$ cat src/rtl/sstr_pkg.sv
package sstr_pkg;
  // Wrap-around increment used by the root node.
  function automatic int wrap_inc(input int v, input int m);
    return (v + 1 >= m) ? 0 : v + 1;
  endfunction
endpackage

$ cat src/rtl/sstr_node.sv
module sstr_node #(
  parameter int VW    = 3,
  parameter int MOD   = 6,
  parameter bit FIRST = 1'b0
) (
  input  logic          clk,
  input  logic          rst_n,
  input  logic [VW-1:0] pred,
  input  logic          wr_en,
  input  logic [VW-1:0] wr_val,
  input  logic          mv,
  output logic [VW-1:0] val,
  output logic          priv
);
  import sstr_pkg::*;
  logic [VW-1:0] nxt;

  always_comb begin
    if (FIRST) begin
      priv = (val == pred);
      nxt  = VW'(wrap_inc(int'(val), MOD));
    end else begin
      priv = (val != pred);
      nxt  = pred;
    end
  end

  always_ff @(posedge clk) begin
    if (!rst_n)     val <= '0;
    else if (wr_en) val <= wr_val;
    else if (mv)    val <= nxt;
  end

  a_r11_hold: assert property (@(posedge clk) disable iff (!rst_n)
    (!mv && !wr_en) |=> $stable(val));
  a_r8_inj_range: assert property (@(posedge clk) disable iff (!rst_n)
    wr_en |=> (int'(val) < MOD));

  if (FIRST) begin : g_root
    a_r2_root_advances: assert property (@(posedge clk) disable iff (!rst_n)
      (mv && !wr_en) |=> (val != $past(val)));
  end else begin : g_follow
    a_r3_copy: assert property (@(posedge clk) disable iff (!rst_n)
      (mv && !wr_en) |=> (val == $past(pred)));
  end
endmodule

$ cat src/rtl/sstr_sched.sv
module sstr_sched #(
  parameter int NODES = 5,
  parameter int IW    = 3
) (
  input  logic             clk,
  input  logic             rst_n,
  input  logic             step_valid,
  input  logic             rr_mode,
  input  logic [IW-1:0]    sel,
  input  logic             inj_en,
  input  logic [NODES-1:0] priv,
  output logic [NODES-1:0] mv
);
  logic [IW-1:0] ptr;
  logic          found;
  int            pick;
  int            idx;
  logic          go;

  assign go = step_valid && !inj_en;

  always_comb begin
    found = 1'b0;
    pick  = 0;
    idx   = 0;
    for (int k = 0; k < NODES; k++) begin
      idx = int'(ptr) + k;
      if (idx >= NODES) idx = idx - NODES;
      if (!found && priv[idx]) begin
        found = 1'b1;
        pick  = idx;
      end
    end
  end

  for (genvar i = 0; i < NODES; i++) begin : g_mv
    assign mv[i] = go && (rr_mode ? (found && pick == i)
                                  : (int'(sel) == i && priv[i]));
  end

  always_ff @(posedge clk) begin
    if (!rst_n) ptr <= '0;
    else if (go && rr_mode && found)
      ptr <= (pick == NODES - 1) ? '0 : IW'(pick + 1);
  end

  a_r5_one_mover: assert property (@(posedge clk) disable iff (!rst_n)
    $onehot0(mv));
  a_r6_ptr_range: assert property (@(posedge clk) disable iff (!rst_n)
    int'(ptr) < NODES);
  a_r8_no_step_on_inj: assert property (@(posedge clk) disable iff (!rst_n)
    inj_en |-> (mv == '0));
endmodule

$ cat src/rtl/sstr_legit.sv
module sstr_legit #(
  parameter int NODES = 5
) (
  input  logic [NODES-1:0] tok,
  output logic             legit
);
  localparam int CW = $clog2(NODES + 1);
  logic [CW-1:0] cnt;

  always_comb begin
    cnt = '0;
    for (int i = 0; i < NODES; i++) cnt = cnt + CW'(tok[i]);
    legit = (cnt == CW'(1));
  end
endmodule

$ cat src/rtl/ss_token_ring.sv
module ss_token_ring #(
  parameter int NODES   = 5,
  parameter int VAL_MOD = NODES + 1,
  localparam int MOD    = (VAL_MOD > NODES) ? VAL_MOD : NODES + 1,
  localparam int VW     = $clog2(MOD),
  localparam int IW     = $clog2(NODES)
) (
  input  logic                clk,
  input  logic                rst_n,
  input  logic                step_valid,
  input  logic                rr_mode,
  input  logic [IW-1:0]       step_sel,
  input  logic                inj_en,
  input  logic [IW-1:0]       inj_node,
  input  logic [VW-1:0]       inj_val,
  output logic [NODES*VW-1:0] node_vals,
  output logic [NODES-1:0]    token,
  output logic                legit
);
  logic [VW-1:0]    vals [NODES];
  logic [NODES-1:0] mv;
  logic [VW-1:0]    wr_val;

  assign wr_val = (int'(inj_val) >= MOD) ? inj_val - VW'(MOD) : inj_val;

  for (genvar i = 0; i < NODES; i++) begin : g_node
    logic [VW-1:0] pred;
    logic          wr_en;
    assign pred  = vals[(i == 0) ? NODES - 1 : i - 1];
    assign wr_en = inj_en && (int'(inj_node) == i);
    sstr_node #(.VW(VW), .MOD(MOD), .FIRST(i == 0)) node_i (
      .clk(clk), .rst_n(rst_n), .pred(pred), .wr_en(wr_en),
      .wr_val(wr_val), .mv(mv[i]), .val(vals[i]), .priv(token[i])
    );
    assign node_vals[i*VW +: VW] = vals[i];
  end

  sstr_sched #(.NODES(NODES), .IW(IW)) sched_i (
    .clk(clk), .rst_n(rst_n), .step_valid(step_valid), .rr_mode(rr_mode),
    .sel(step_sel), .inj_en(inj_en), .priv(token), .mv(mv)
  );

  sstr_legit #(.NODES(NODES)) legit_i (.tok(token), .legit(legit));

  a_r10_closure: assert property (@(posedge clk) disable iff (!rst_n)
    (legit && !inj_en) |=> legit);
endmodule

$ cat config.mk
export PLATFORM = sky130hd
export DESIGN_NAME = ss_token_ring
export DESIGN_NICKNAME = d
export VERILOG_FILES = /design/src/rtl/sstr_pkg.sv /design/src/rtl/sstr_node.sv /design/src/rtl/sstr_sched.sv /design/src/rtl/sstr_legit.sv /design/src/rtl/ss_token_ring.sv
export SDC_FILE = /design/constraint.sdc
export NUM_CORES = 1
export LEC_CHECK = 0
export CAP_MARGIN = 20
export CORE_MARGIN = 2
export CORE_UTILIZATION = 50
export DETAILED_ROUTE_END_ITERATION = 7
export GPL_TIMING_DRIVEN = 1
export PLACE_DENSITY_LB_ADDON = 0.05
export REMOVE_ABC_BUFFERS = 1
export SLEW_MARGIN = 10
export SYNTH_ARGS = -nofsm -noshare
export SYNTH_HDL_FRONTEND = slang
export SYNTH_SLANG_ARGS = --single-unit
export TNS_END_PERCENT = 20
$ cat constraint.sdc
create_clock -name clk -period 11.15 [get_ports clk]
set_input_delay 1.6725 -clock clk [delete_from_list [all_inputs] [get_ports clk]]
set_output_delay 1.6725 -clock clk [all_outputs]
set_load 0.01 [all_outputs]
Word level (Yosys, flattened, before mapping)
Index checks and enable logic that the tools add are counted. W data, S select, Z words.

Bits in registers: 18. Input bits: 14. Output and inout bits: 21. Word-level logic and storage cells: 140.

$add $sub $neg: 16. $lt $le $gt $ge: 12. Equal/unequal tests: 18. Muxes and demuxes: 48. Reductions and logical operators: 40.

Operators with widths (count): $mux W32 (10); $lt A32 B5 Y1 const B (5); $ge A32 B4 Y1 const B (4); $sub A32 B4 Y32 const B (4); $eq A32 B3 Y1 const B (2); $mux W3 (13); $eq A32 B2 Y1 const B (1); $eq A32 B4 Y1 const B (1); $logic_not A32 Y1 (1); $logic_and A1 B1 Y1 (27); $mux W1 (20); $eq A3 B3 Y1 const B (6); $bmux W1 S3 (5); $ne A3 B3 Y1 (4); $reduce_bool A2 Y1 (5); $add A3 B1 Y3 (3); $add A3 B1 Y4 const B (2); $add A3 B2 Y4 const B (2); $eq A3 B2 Y1 const B (2); $ge A3 B3 Y1 const B (2); $logic_not A3 Y1 (2); $logic_not A1 Y1 (5); $add A3 B3 Y4 const B (1); $ge A4 B3 Y1 const B (1); other kinds (6) (6).

Logic depth before layout (Yosys ltp)
Gate-level depths: netlist of run 1.

Depth after elaboration: 24. Depth in mapped cells: 19. Depth with buffers taken out: 18.

Modules after synthesis
From an unflattened synthesis of run 1, not the netlist that was laid out.

Cell total of the unflattened synthesis: 338. Area total of the unflattened synthesis: 2912.8 um^2.

By module, submodules not included: sstr_sched (instances 1, cells each 229, area each 1818.0 um^2, sequential area each 60.1 um^2); sstr_node (g_node[1].node_i ...) (instances 4, cells each 16, area each 173.9 um^2, sequential area each 60.1 um^2); sstr_node (g_node[0].node_i) (instances 1, cells each 29, area each 240.2 um^2, sequential area each 60.1 um^2); sstr_legit (instances 1, cells each 9, area each 83.8 um^2, sequential area each 0.0 um^2); ss_token_ring (instances 1, cells each 7, area each 75.1 um^2, sequential area each 0.0 um^2).

Worst setup path after synthesis of run 1
OpenSTA, ideal clock, no wires.

Path kind: flip-flop to flip-flop. From: reg sched_i.ptr[1]. To: reg g_node[0].node_i.val[1]. Setup time: 0.086 ns. Arrival time: 4.105 ns. Required time: 11.064 ns. Path slack: 6.959 ns. Stages on the path, launching flop included: 19. Path buffers: 1. Period minus slack after synthesis: 4.191 ns. Cell sequence: dfxtp_1 -> inv_1 -> ha_1 -> ha_1 -> clkbuf_1 -> nand2_1 -> a2bb2oi_1 -> mux2_2 -> a21o_1 -> and3_1 -> a21oi_1 -> o32ai_1 -> nand2_1 -> nand2_1 -> a21oi_1 -> ha_1 -> a31oi_2 -> or4_1 -> a221oi_2.

Word-level cells in the longest chain between the ends: 23. Elaborated cells between the ends (all ways): 57. Classes of those cells: add/sub (9); order compare (5); mux (31); reduce/logical (12).

RTL lines: start: declaration (RTL line sstr_sched.sv:14) `logic [IW-1:0] ptr;`; start signal: assignment (RTL line sstr_sched.sv:44) `ptr <= (pick == NODES - 1) ? '0 : IW'(pick + 1);`; parallel branches: the longest is 19 deep, another holds $sub A32 B4 Y32; $logic_and A1 B1 Y1 * (RTL line sstr_sched.sv:37) `assign mv[i] = go && (rr_mode ? (found && pick == i)`; $mux W1 * (RTL line sstr_sched.sv:37); $logic_and A1 B1 Y1 * (RTL line sstr_sched.sv:37); $reduce_bool A2 Y1 (no line) *; end signal: assignment (RTL line sstr_node.sv:30) `else if (wr_en) val <= wr_val;`; end signal: assignment (RTL line sstr_node.sv:31) `else if (mv) val <= nxt;`; end: declaration (RTL line sstr_node.sv:12) `output logic [VW-1:0] val,`.

Mark *: on every way between the ends. The select of a mux whose other input is x is not followed. A chain may end at the register's enable or synchronous reset.

Worst setup path after layout of run 1
From: reg g_node[0].node_i.val[0]. To: out legit.

Word-level cells in the longest chain between the ends: 6. Elaborated cells between the ends (all ways): 7. Classes of those cells: add/sub (4); eq/ne (3).

RTL lines: $eq A3 B3 Y1 or $ne A3 B3 Y1 (tied branches) (RTL line sstr_node.sv:20, sstr_node.sv:23); $add A1 B1 Y2 * (RTL line sstr_legit.sv:12) `for (int i = 0; i < NODES; i++) cnt = cnt + CW'(tok[i]);`; $add A3 B1 Y3 * (3 in a row) (RTL line sstr_legit.sv:12); $eq A3 B1 Y1 * (RTL line sstr_legit.sv:13) `legit = (cnt == CW'(1));`; end: declaration (RTL line ss_token_ring.sv:18) `output logic legit`.

Mark *: on every way between the ends. The rest lies on a longest branch, timed or not.

==> results of run 1 <==
-- where the power goes --
part | switching [µW] | internal, µW | total [µW]
combinational | 485 | 338 | 823
clock | 23.9 | 31.5 | 55.4
sequential | 17.5 | 72.7 | 90.2
total | 526 | 442 | 969
-- flip-flops by register name, summed over array words and instances, names as in the netlist --
signal	cells
g_node.node_i.val	15
sched_i.ptr	3
-- logic make-up (layout without fill, tap and decap cells) --
group	Yosys count	after routing	synth area share [%]
adders and majority gates	31	31	14.0
AOI/OAI and AO/OA	100	100	25.8
muxes	28	28	9.87
and+or+nand+nor	129	129	24.2
xor gates and xnor gates	23	23	7.87
DFF	18	18	12.3
buffers and inverters	36	59	6.04
-- metrics by stage --
step	cells	cell area, µm²	util [%]	worst slack, ns	total power (µW)
global placement	456	3280	58.5	6.30	896
CTS	460	3330	59.5	5.99	961
global route	460	3330	59.5	5.78	1050
finish	460	3330	59.5	6.02	969
detailed placement	456	3280	58.5	6.20	900
floorplan	348	2830	-	6.67	687
-- routing by layer --
layer  vias up  share of wire (%)  GRT usage, %  wire length, µm
li1       1409                  -             -                -
met1      1365                 43          32.6             3590
met2        87                 50          49.4             4200
met3        17                3.9          2.92              325
met4         0                3.0          10.0              249
met5         -                  0             0                0
-- final cells by class --
cell class / count / share of cell area, %
flip-flops and latches: 18 / 10.8
clock buffers: 4 / 1.65
repair buffers: 36 / 10.7
multi-input cells: 311 / 72.0
well taps: 72 / 2.70
inverters: 19 / 2.14
-- synthesized netlist by cell type, types with 3 or more instances --
library cell   n
nor2_1        30
and3_1         6
nor3_1        10
nand3_1       10
xnor2_1       14
or4_1          3
a221oi_1       4
nor2b_1        8
a31oi_1        5
nand2b_1       8
a21o_1         3
xnor2_2        4
dfxtp_1       18
mux2_2         6
nand2_1       24
buf_2          7
buf_4          7
fa_1           3
inv_1         15
a22o_1         3
and2_1         6
inv_2          4
a21oi_1       26
nor4_1         3
ha_1          28
mux2i_1       20
a211oi_1      10
o21ai_0       13
xor2_1         5
-- critical path, delay by kind of cell (launching register included) --
family                   cells  cell delay, ns
flip-flops                   1            0.57
XOR/XNOR                     1            0.17
AND/OR/NAND/NOR              2            0.34
adder cells (fa/ha/maj)      4            1.38
buffers and inverters        3            0.74
-- worst max path at each step --
| stage | cells past startpoint | startpoint | to |
|---|---|---|---|
| 2_1_floorplan | 18 | sched_i.ptr[0]$_SDFFE_PN0P_ | g_node[0].node_i.val[1]$_SDFFE_PN0P_ |
| 3_3_place_gp | 18 | sched_i.ptr[1]$_SDFFE_PN0P_ | g_node[0].node_i.val[1]$_SDFFE_PN0P_ |
| 3_5_place_dp | 18 | sched_i.ptr[1]$_SDFFE_PN0P_ | g_node[0].node_i.val[1]$_SDFFE_PN0P_ |
| 4_1_cts | 10 | g_node[0].node_i.val[0]$_SDFFE_PN0P_ | legit |
| 5_1_grt | 10 | g_node[0].node_i.val[0]$_SDFFE_PN0P_ | legit |
| 6_report | 10 | g_node[0].node_i.val[0]$_SDFFE_PN0P_ | legit |
==> metrics.txt, run 1 <==
status finished, final reports clean; RSZ-0062 raised after global routing false; Critical Path RT 9.48 ns; Antenna Cells 0; drt drc 0; synth top area cells dfxtp_1, ha_1, mux2i_1, a21oi_1, xnor2_1; remaining global-route overflow 0; clk root buf clkbuf_8; DRT iter0 DRCs 180; Clock Latency Late Sink between 0.2 and 0.3 ns; origin of the worst min-delay path g_node[3].node_i.val[0]$_SDFFE_PN0P_; Setup Fix Bufs, Post-CTS 0; clock tree sinks 18; worst min path class flip-flop to flip-flop; antenna viol nets, final 0; CP Launch Type flip-flop; FFs w/ async S/R, synth 0%; critical path type flip-flop to output pin; first-pass GRT wire length roughly 14 mm; FMAX 195 MHz; setup tns final 0 ns; Seq/Total Area, Yosys around 12%; PD cells around 290 mW/mm²; CTS tree yes; Setup Viol. Count Final 0; post-synth cell types 77; DR vias 2878; commonest non-fill, non-tap cell in the layout clkdlybuf4s50_1; RD Place Congestion 0.994; Layout fillers about 550; initial antenna violation count 0; largest net degree at the start of global routing 27; Overall Global Routing Usage between 20% and 30%; DR vias/cell around 6.3; critical path arrival 3.45 ns; fin nets around 430; Reg area 360 µm²; period utilisation layout between 40% and 50%; worst path cell trace xnor2_1 -> nand3_1 -> inv_2 -> ha_1 -> fa_1 -> ha_1 -> inv_1 -> fa_1 -> and3_1 -> clkdlybuf4s50_1; Worst Tran Pin Value 0.780 ns; Multi-input gate area between 0.002 and 0.0025 mm²; maxcap violations 0; Gate Count Post-Synth approximately 370; Worst R2R End g_node[0].node_i.val[1]$_SDFFE_PN0P_; crit-path max FO 10; post-CTS sizing 0; chip width about 81 µm; number of synthesized register bits 18; die area roughly 0.0065 mm²; Port Buf Inserts 34; slew margin rel. between 40% and 50%; Worst-path clk slew around 0.07 ns; Worst Hold End g_node[3].node_i.val[0]$_SDFFE_PN0P_; Max VDD drop roughly 0.00014 V; CTS buffer count 3; vias in the first global route 2768; number of flops mapped to enable cells by yosys 0; most frequent cells in the layout clkdlybuf4s50_1, nor2_1, ha_1; Leakage roughly 0.0013 µW; initial core utilization between 50% and 60%; area grow syn2layout 13.4%; Slew Limit Fails 0; core area around 0.0056 mm²; Std-Cell Rows 27; Die Ht 80.7 µm; reg-to-reg startpoint sched_i.ptr[1]$_SDFFE_PN0P_; H-tree Lvls 1; top cell type's share of synthesized area 12.3%; worst hold margin around 0.57 ns; Ports 35; CP endpoint kind output pin; Clock Path Buffers 2; slowest cell delay on critical path 0.57 ns; Fin. Hold Viols 0; Worst Reg-to-Reg Cells 18; worst reg-to-reg setup slack slightly above 6 ns; cts hold-fix bufs 0; DRT Pass-1 Iters 4; Syn Std Cell Area about 0.0029 mm²; top_reg_cell synth dfxtp_1; Hold Crit Depth 2; routed len/inst 18.2 µm; Yosys top cell by area dfxtp_1; HPWL Detailed approximately 6.6 mm; Mean Syn Cell Area between 8 and 9 µm²; WL final roughly 8.4 mm; layout cells sized above 1 around a tenth; Worst Skew between 0.005 and 0.006 ns; YS warnings 0; min cycle time layout a little over 5 ns; Critical-path top delay cell dfxtp_1
Note: power is estimated with default switching activity, not from simulation.
==> run 2: changes to the inputs <==
==> constraint.sdc (replaced) <==
create_clock -name clk -period 5.13 [get_ports clk]
set_input_delay 0.7695 -clock clk [delete_from_list [all_inputs] [get_ports clk]]
set_output_delay 0.7695 -clock clk [all_outputs]
set_load 0.01 [all_outputs]
==> run 2 against run 1 <==
Effect of this change:
- via count fell by 1.6%
- core utilization rose by 1.0 points
- highest routed layer unchanged
- routed wire length fell by 2.1%
- sequential power rose by 120%
==> metrics.txt, run 2 (synthesized netlist as in run 1, its figures left out) <==
status finished, final reports clean; period utilisation layout between 90 and 100%; initial antenna violation count 0 (unchanged); reg-to-reg startpoint sched_i.ptr[1]$_SDFFE_PN0P_; worst min path class flip-flop to flip-flop; first-pass GRT wire length 13.3 mm (-3.3%); Port Buf Inserts 34 (unchanged); HPWL Detailed 6.34 mm (-4.1%); crit-path max FO 10 (unchanged); setup tns final 0 ns (unchanged); remaining global-route overflow 0 (unchanged); DR vias 2831 (-1.6%); Std-Cell Rows 27 (unchanged); critical path type flip-flop to flip-flop; CP endpoint kind flip-flop; drt drc 0 (unchanged); Leakage 0.00136 µW (+2.3%); Util after Layout 60.5% (+1.0 points); critical path arrival 4.89 ns (+1.44 ns); clk root buf clkbuf_8; PD cells 620 mW/mm² (+110%); die area 0.00651 mm² (unchanged); min cycle time layout between 4 and 5 ns; Antenna Cells 0 (unchanged); fin nets 441 (+1.6%); RD Place Congestion 0.869 (-13%); DRT Pass-1 Iters 4 (unchanged); chip width 80.7 µm (unchanged); CTS tree yes; WL final 8.18 mm (-2.1%); Slew Limit Fails 0 (unchanged); CP Launch Type flip-flop; FMAX 212 MHz; area grow syn2layout 15.4%; initial core utilization 52.4% (unchanged); max FFs per register 15 (unchanged); layout cells sized above 1 12.7% (+2.1 points); Clock Path Buffers 2 (unchanged); Largest regs g_node.node_i.val x15, sched_i.ptr x3; Max VDD drop 0.000326 V (+130%); most frequent cells in the layout clkdlybuf4s50_1, nor2_1, ha_1; DRT iter0 DRCs 136 (-24%); metal3 WL 290 µm (-11%); Clock Latency Late Sink 0.25 ns (about the same); CTS buffer count 3 (unchanged); WL met2 4.19 mm (-0.24%); origin of the worst min-delay path sched_i.ptr[1]$_SDFFE_PN0P_; Critical Path RT 5.30 ns (-4.18 ns); Worst Reg-to-Reg Cells 17 (-1); largest net degree at the start of global routing 27 (unchanged); Met1 Wirelength 3.52 mm (-2.0%); slew margin rel. 49.6% (+2.3 points); Worst Tran Pin Value 0.754 ns (-0.0263 ns); Ports 35 (unchanged); Overall Global Routing Usage 26.3% (-0.85 points); highest routed layer met4; Die Ht 80.7 µm (unchanged); Worst-path clk slew 0.08 ns (about the same); Fin. Hold Viols 0 (unchanged); commonest non-fill, non-tap cell in the layout clkdlybuf4s50_1; core area 0.00561 mm² (unchanged); RSZ-0062 raised after global routing false; Setup Viol. Count Final 0 (unchanged); Hold Crit Depth 2 (unchanged); Layout fillers 558 (+0.90%); Critical Path Start sched_i.ptr[1]$_SDFFE_PN0P_; H-tree Lvls 1 (unchanged); Reg with most FFs g_node.node_i.val; antenna viol nets, final 0 (unchanged); routed len/inst 17.5 µm (-3.6%); clock tree sinks 18 (unchanged); maxcap violations 0 (unchanged); Worst Skew 0.00701 ns (+0.00130 ns); vias in the first global route 2823 (+2.0%); DR vias/cell 6.06 (-3.1%)
[run 2: critical path, stage by stage, from the launching register on]
cell and delay, ns:
dfxtp_2 0.45, clkinvlp_4 0.25, ha_1 0.29, ha_1 0.44
nand2_1 0.17, a2bb2oi_1 0.33, mux2_2 0.42, a21o_1 0.23
and3_1 0.16, a21oi_1 0.17, o32ai_1 0.10, nand2_1 0.08
nand2_1 0.07, a21oi_1 0.21, ha_1 0.27, a31oi_2 0.17
or4_1 0.57, a221oi_2 0.24
[run 2: area by class of cell]
class                           instances  area (µm²)  area share (%)
Multi-Input combinational cell        311        2400            70.8
Timing Repair Buffer                   43         408            12.0
Sequential cell                        18         362            10.7
Tap cell                               72        90.1            2.66
Inverter                               19        75.1            2.21
Clock buffer                            4        55.1            1.62
[run 2: power breakdown]
part	leakage (µW)	internal, µW	switching [µW]
clock network	0.0000288	68.2	50.7
registers	0.000147	159	38.1
logic	0.00118	754	1030
total	0.00136	981	1120
[run 2: metrics by stage]
stage	hold WS (ns)	cells	total power (µW)	worst slack (ns)	instance area [µm²]
2_1_floorplan	0.540	348	1490	0.648	2830
5_1_grt	0.581	467	2300	0.169	3390
4_1_cts	0.574	462	2070	0.364	3350
6_report	0.546	467	2100	0.410	3390
3_3_place_gp	0.561	458	1920	0.556	3290
3_5_place_dp	0.561	458	1940	0.385	3290
[run 2: final timing paths]
path / to / slack [ns]
max: g_node[0].node_i.val[1]$_SDFFE_PN0P_ / 0.41
min: sched_i.ptr[1]$_SDFFE_PN0P_ / 0.55
max reg2reg: g_node[0].node_i.val[1]$_SDFFE_PN0P_ / 0.41
min reg2reg: sched_i.ptr[1]$_SDFFE_PN0P_ / 0.55
[run 2: layer usage]
metal  vias to the layer above  global-route usage, %
li1                       1408                      -
met1                      1340                   30.8
met2                        69                   48.3
met3                        14                   2.25
met4                         0                   11.5
met5                         -                      0
[run 2: what timing repair did]
action / 4_1_cts / 5_1_grt
setup buffers: 0 / 5
endpoints found under the setup margin: 0 / 1
hold buffers: 0 / 0
resized for setup: 0 / 2
==> run 3: changes to the inputs <==
--- a/config.mk
+++ b/config.mk
@@ -7,7 +7,7 @@
 export LEC_CHECK = 0
 export CAP_MARGIN = 20
 export CORE_MARGIN = 2
-export CORE_UTILIZATION = 50
+export CORE_UTILIZATION = 33
 export DETAILED_ROUTE_END_ITERATION = 7
 export GPL_TIMING_DRIVEN = 1
 export PLACE_DENSITY_LB_ADDON = 0.05
==> run 3 against run 2 <==
Effect of this change:
- clock power decreased by 17%
- critical endpoint unchanged
- power rose by 0.31%
- worst setup slack gained 0.10 ns
- largest cell class unchanged
- non-clock buffer count down 2
- hold slack improved by 0.035 ns
- register-to-register slack better by 0.10 ns
==> metrics.txt, run 3 (synthesized netlist as in run 1, its figures left out) <==
status finished, final reports clean; CTS tree yes; reg-to-reg startpoint sched_i.ptr[1]$_SDFFE_PN0P_; CP most frequent cell a21oi_1; RD Place Congestion 0.892 (+2.6%); antenna viol nets, final 0 (unchanged); Std-Cell Rows 34 (+26%); routed len/inst 18.5 µm (+5.7%); clk root buf clkbuf_8; Worst-path clk slew 0.07 ns (about the same); DR vias 2793 (-1.3%); Antenna Cells 0 (unchanged); Clock Latency Late Sink 0.25 ns (about the same); slew margin rel. 48.7% (-0.97 points); crit-path max FO 11 (+1); Overall Global Routing Usage 19.2% (-7.1 points); Critical Path RT 5.29 ns (about the same); critical path type flip-flop to flip-flop; vias in the first global route 2795 (-0.99%); largest net degree at the start of global routing 27 (unchanged); maxcap violations 0 (unchanged); Worst Reg-to-Reg Cells 18 (+1); period utilisation layout 90.0% (-2.0 points); Max VDD drop 0.000183 V (-44%); min cycle time layout 4.62 ns (-0.104 ns); most frequent cells in the layout clkdlybuf4s50_1, nor2_1, ha_1; Slew Limit Fails 0 (unchanged); Leakage 0.00134 µW (-0.98%); H-tree Lvls 1 (unchanged); CP Launch Type flip-flop; Port Buf Inserts 34 (unchanged); Worst Skew 0.00801 ns (+0.000994 ns); family with the most delay on the worst path compound AO/OA/AOI/OAI gates; slowest cell delay on critical path 0.55 ns (-0.02 ns); DRT iter0 DRCs 92 (-32%); Fin. Hold Viols 0 (unchanged); HPWL Detailed 7.27 mm (+15%); layout cells sized above 1 11.5% (-1.2 points); worst reg-to-reg setup slack 0.51 ns (+0.10 ns); WL final 9.26 mm (+13%); Reg with most FFs g_node.node_i.val; Worst R2R End g_node[0].node_i.val[1]$_SDFFE_PN0P_; core area 0.00868 mm² (+55%); initial core utilization 33.9% (-19 points); worst hold margin 0.581 ns (+0.0346 ns); clock tree sinks 18 (unchanged); drt drc 0 (unchanged); Worst Hold End g_node[3].node_i.val[0]$_SDFFE_PN0P_; FMAX 217 MHz (+2.2%); WP buf/inv 3 (+2); RSZ-0062 raised after global routing false; Clock Path Buffers 2 (unchanged); worst min path class flip-flop to flip-flop; Critical-path top delay cell or4_1; Setup Fix Bufs, Post-CTS 0 (unchanged); Overall Power 2110 µW (+0.31%); post-CTS sizing 0 (unchanged); critical path arrival 4.78 ns (-0.11 ns); DRT Pass-1 Iters 4 (unchanged); Die Ht 98.4 µm (+22%); PD cells 620 mW/mm² (about the same); Ports 35 (unchanged); DR vias/cell 5.59 (-7.9%); Hold Crit Depth 2 (unchanged); Largest regs g_node.node_i.val x15, sched_i.ptr x3; CTS buffer count 3 (unchanged); chip width 98.4 µm (+22%); first-pass GRT wire length 15.0 mm (+12%); cts hold-fix bufs 0 (unchanged); die area 0.00968 mm² (+49%); worst path cell trace inv_1 -> buf_4 -> ha_1 -> buf_4 -> a21bo_1 -> a21oi_1 -> nor4b_4 -> a211o_2 -> and3_1 -> a21oi_1 -> o32ai_1 -> nand2_1 -> nand2_1 -> a21oi_1 -> ha_1 -> a31oi_2 -> or4_1 -> a221oi_2; initial antenna violation count 0 (unchanged); fin nets 439 (-0.45%); origin of the worst min-delay path g_node[3].node_i.val[0]$_SDFFE_PN0P_; commonest non-fill, non-tap cell in the layout clkdlybuf4s50_1; area grow syn2layout 15.7%; CP endpoint kind flip-flop; setup tns final 0 ns (unchanged); max FFs per register 15 (unchanged); remaining global-route overflow 0 (unchanged); Layout fillers 948 (+70%); Setup Viol. Count Final 0 (unchanged); Worst Tran Pin Value 0.764 ns (+0.0103 ns)
==> run 3: cell count changes in the layout (fill, tap and decap cells not counted) <==
cell	change
dfxtp_2	-1
buf_4	-2
inv_1	+1
clkinvlp_4	-1
clkbuf_8	-1
dfxtp_1	+1
==> run 3: tightest hold or removal path, delay by kind of cell (launching register included) <==
| family | cells | cell delay, ns |
|---|---|---|
| AO/OA/AOI/OAI | 1 | 0.05 |
| flip-flops | 1 | 0.37 |
| AND/OR/NAND/NOR | 1 | 0.12 |
==> run 3: where the power goes <==
group | total (µW) | switching (µW) | internal (µW)
Sequential | 199 | 41.1 | 158
Combinational | 1810 | 1060 | 750
Clock | 99.3 | 47.2 | 52.1
==> run 3: how the worst max path moves through the flow <==
| stage | from | end | slack, ns | cells past startpoint |
|---|---|---|---|---|
| 6_report | sched_i.ptr[1]$_SDFFE_PN0P_ | g_node[0].node_i.val[1]$_SDFFE_PN0P_ | 0.51 | 18 |
| 5_1_grt | sched_i.ptr[1]$_SDFFE_PN0P_ | g_node[0].node_i.val[1]$_SDFFE_PN0P_ | 0.18 | 18 |
| 4_1_cts | sched_i.ptr[1]$_SDFFE_PN0P_ | g_node[0].node_i.val[1]$_SDFFE_PN0P_ | 0.52 | 18 |
| 3_5_place_dp | sched_i.ptr[1]$_SDFFE_PN0P_ | g_node[0].node_i.val[1]$_SDFFE_PN0P_ | 0.57 | 18 |
| 3_3_place_gp | sched_i.ptr[1]$_SDFFE_PN0P_ | g_node[0].node_i.val[1]$_SDFFE_PN0P_ | 0.63 | 17 |
| 2_1_floorplan | sched_i.ptr[0]$_SDFFE_PN0P_ | g_node[0].node_i.val[1]$_SDFFE_PN0P_ | 0.65 | 18 |
==> run 3: cell type report <==
class                   count  area (µm²)  area share, %
multi-input cells         311        2400           70.6
flip-flops and latches     18         360           10.6
clock buffers               3        41.3           1.21
inverters                  19        71.3           2.10
repair buffers             41         393           11.5
well taps                 108         135           3.97
==> run 3: routing by layer <==
layer	track usage [%]	up-vias	wire, µm
li1	-	1398	-
met1	24.5	1332	4160
met2	34.3	51	4630
met3	1.43	12	231
met4	6.32	0	231
met5	0	-	0
==> run 3: metrics by stage <==
stage / std cells / area, µm² / util (%) / setup WS, ns
after floorplan: 348 / 2830 / - / 0.648
after global placement: 497 / 3360 / 38.7 / 0.632
after detailed placement: 497 / 3360 / 38.7 / 0.565
after CTS: 500 / 3400 / 39.2 / 0.516
after global routing: 500 / 3400 / 39.2 / 0.184
final: 500 / 3400 / 39.2 / 0.514
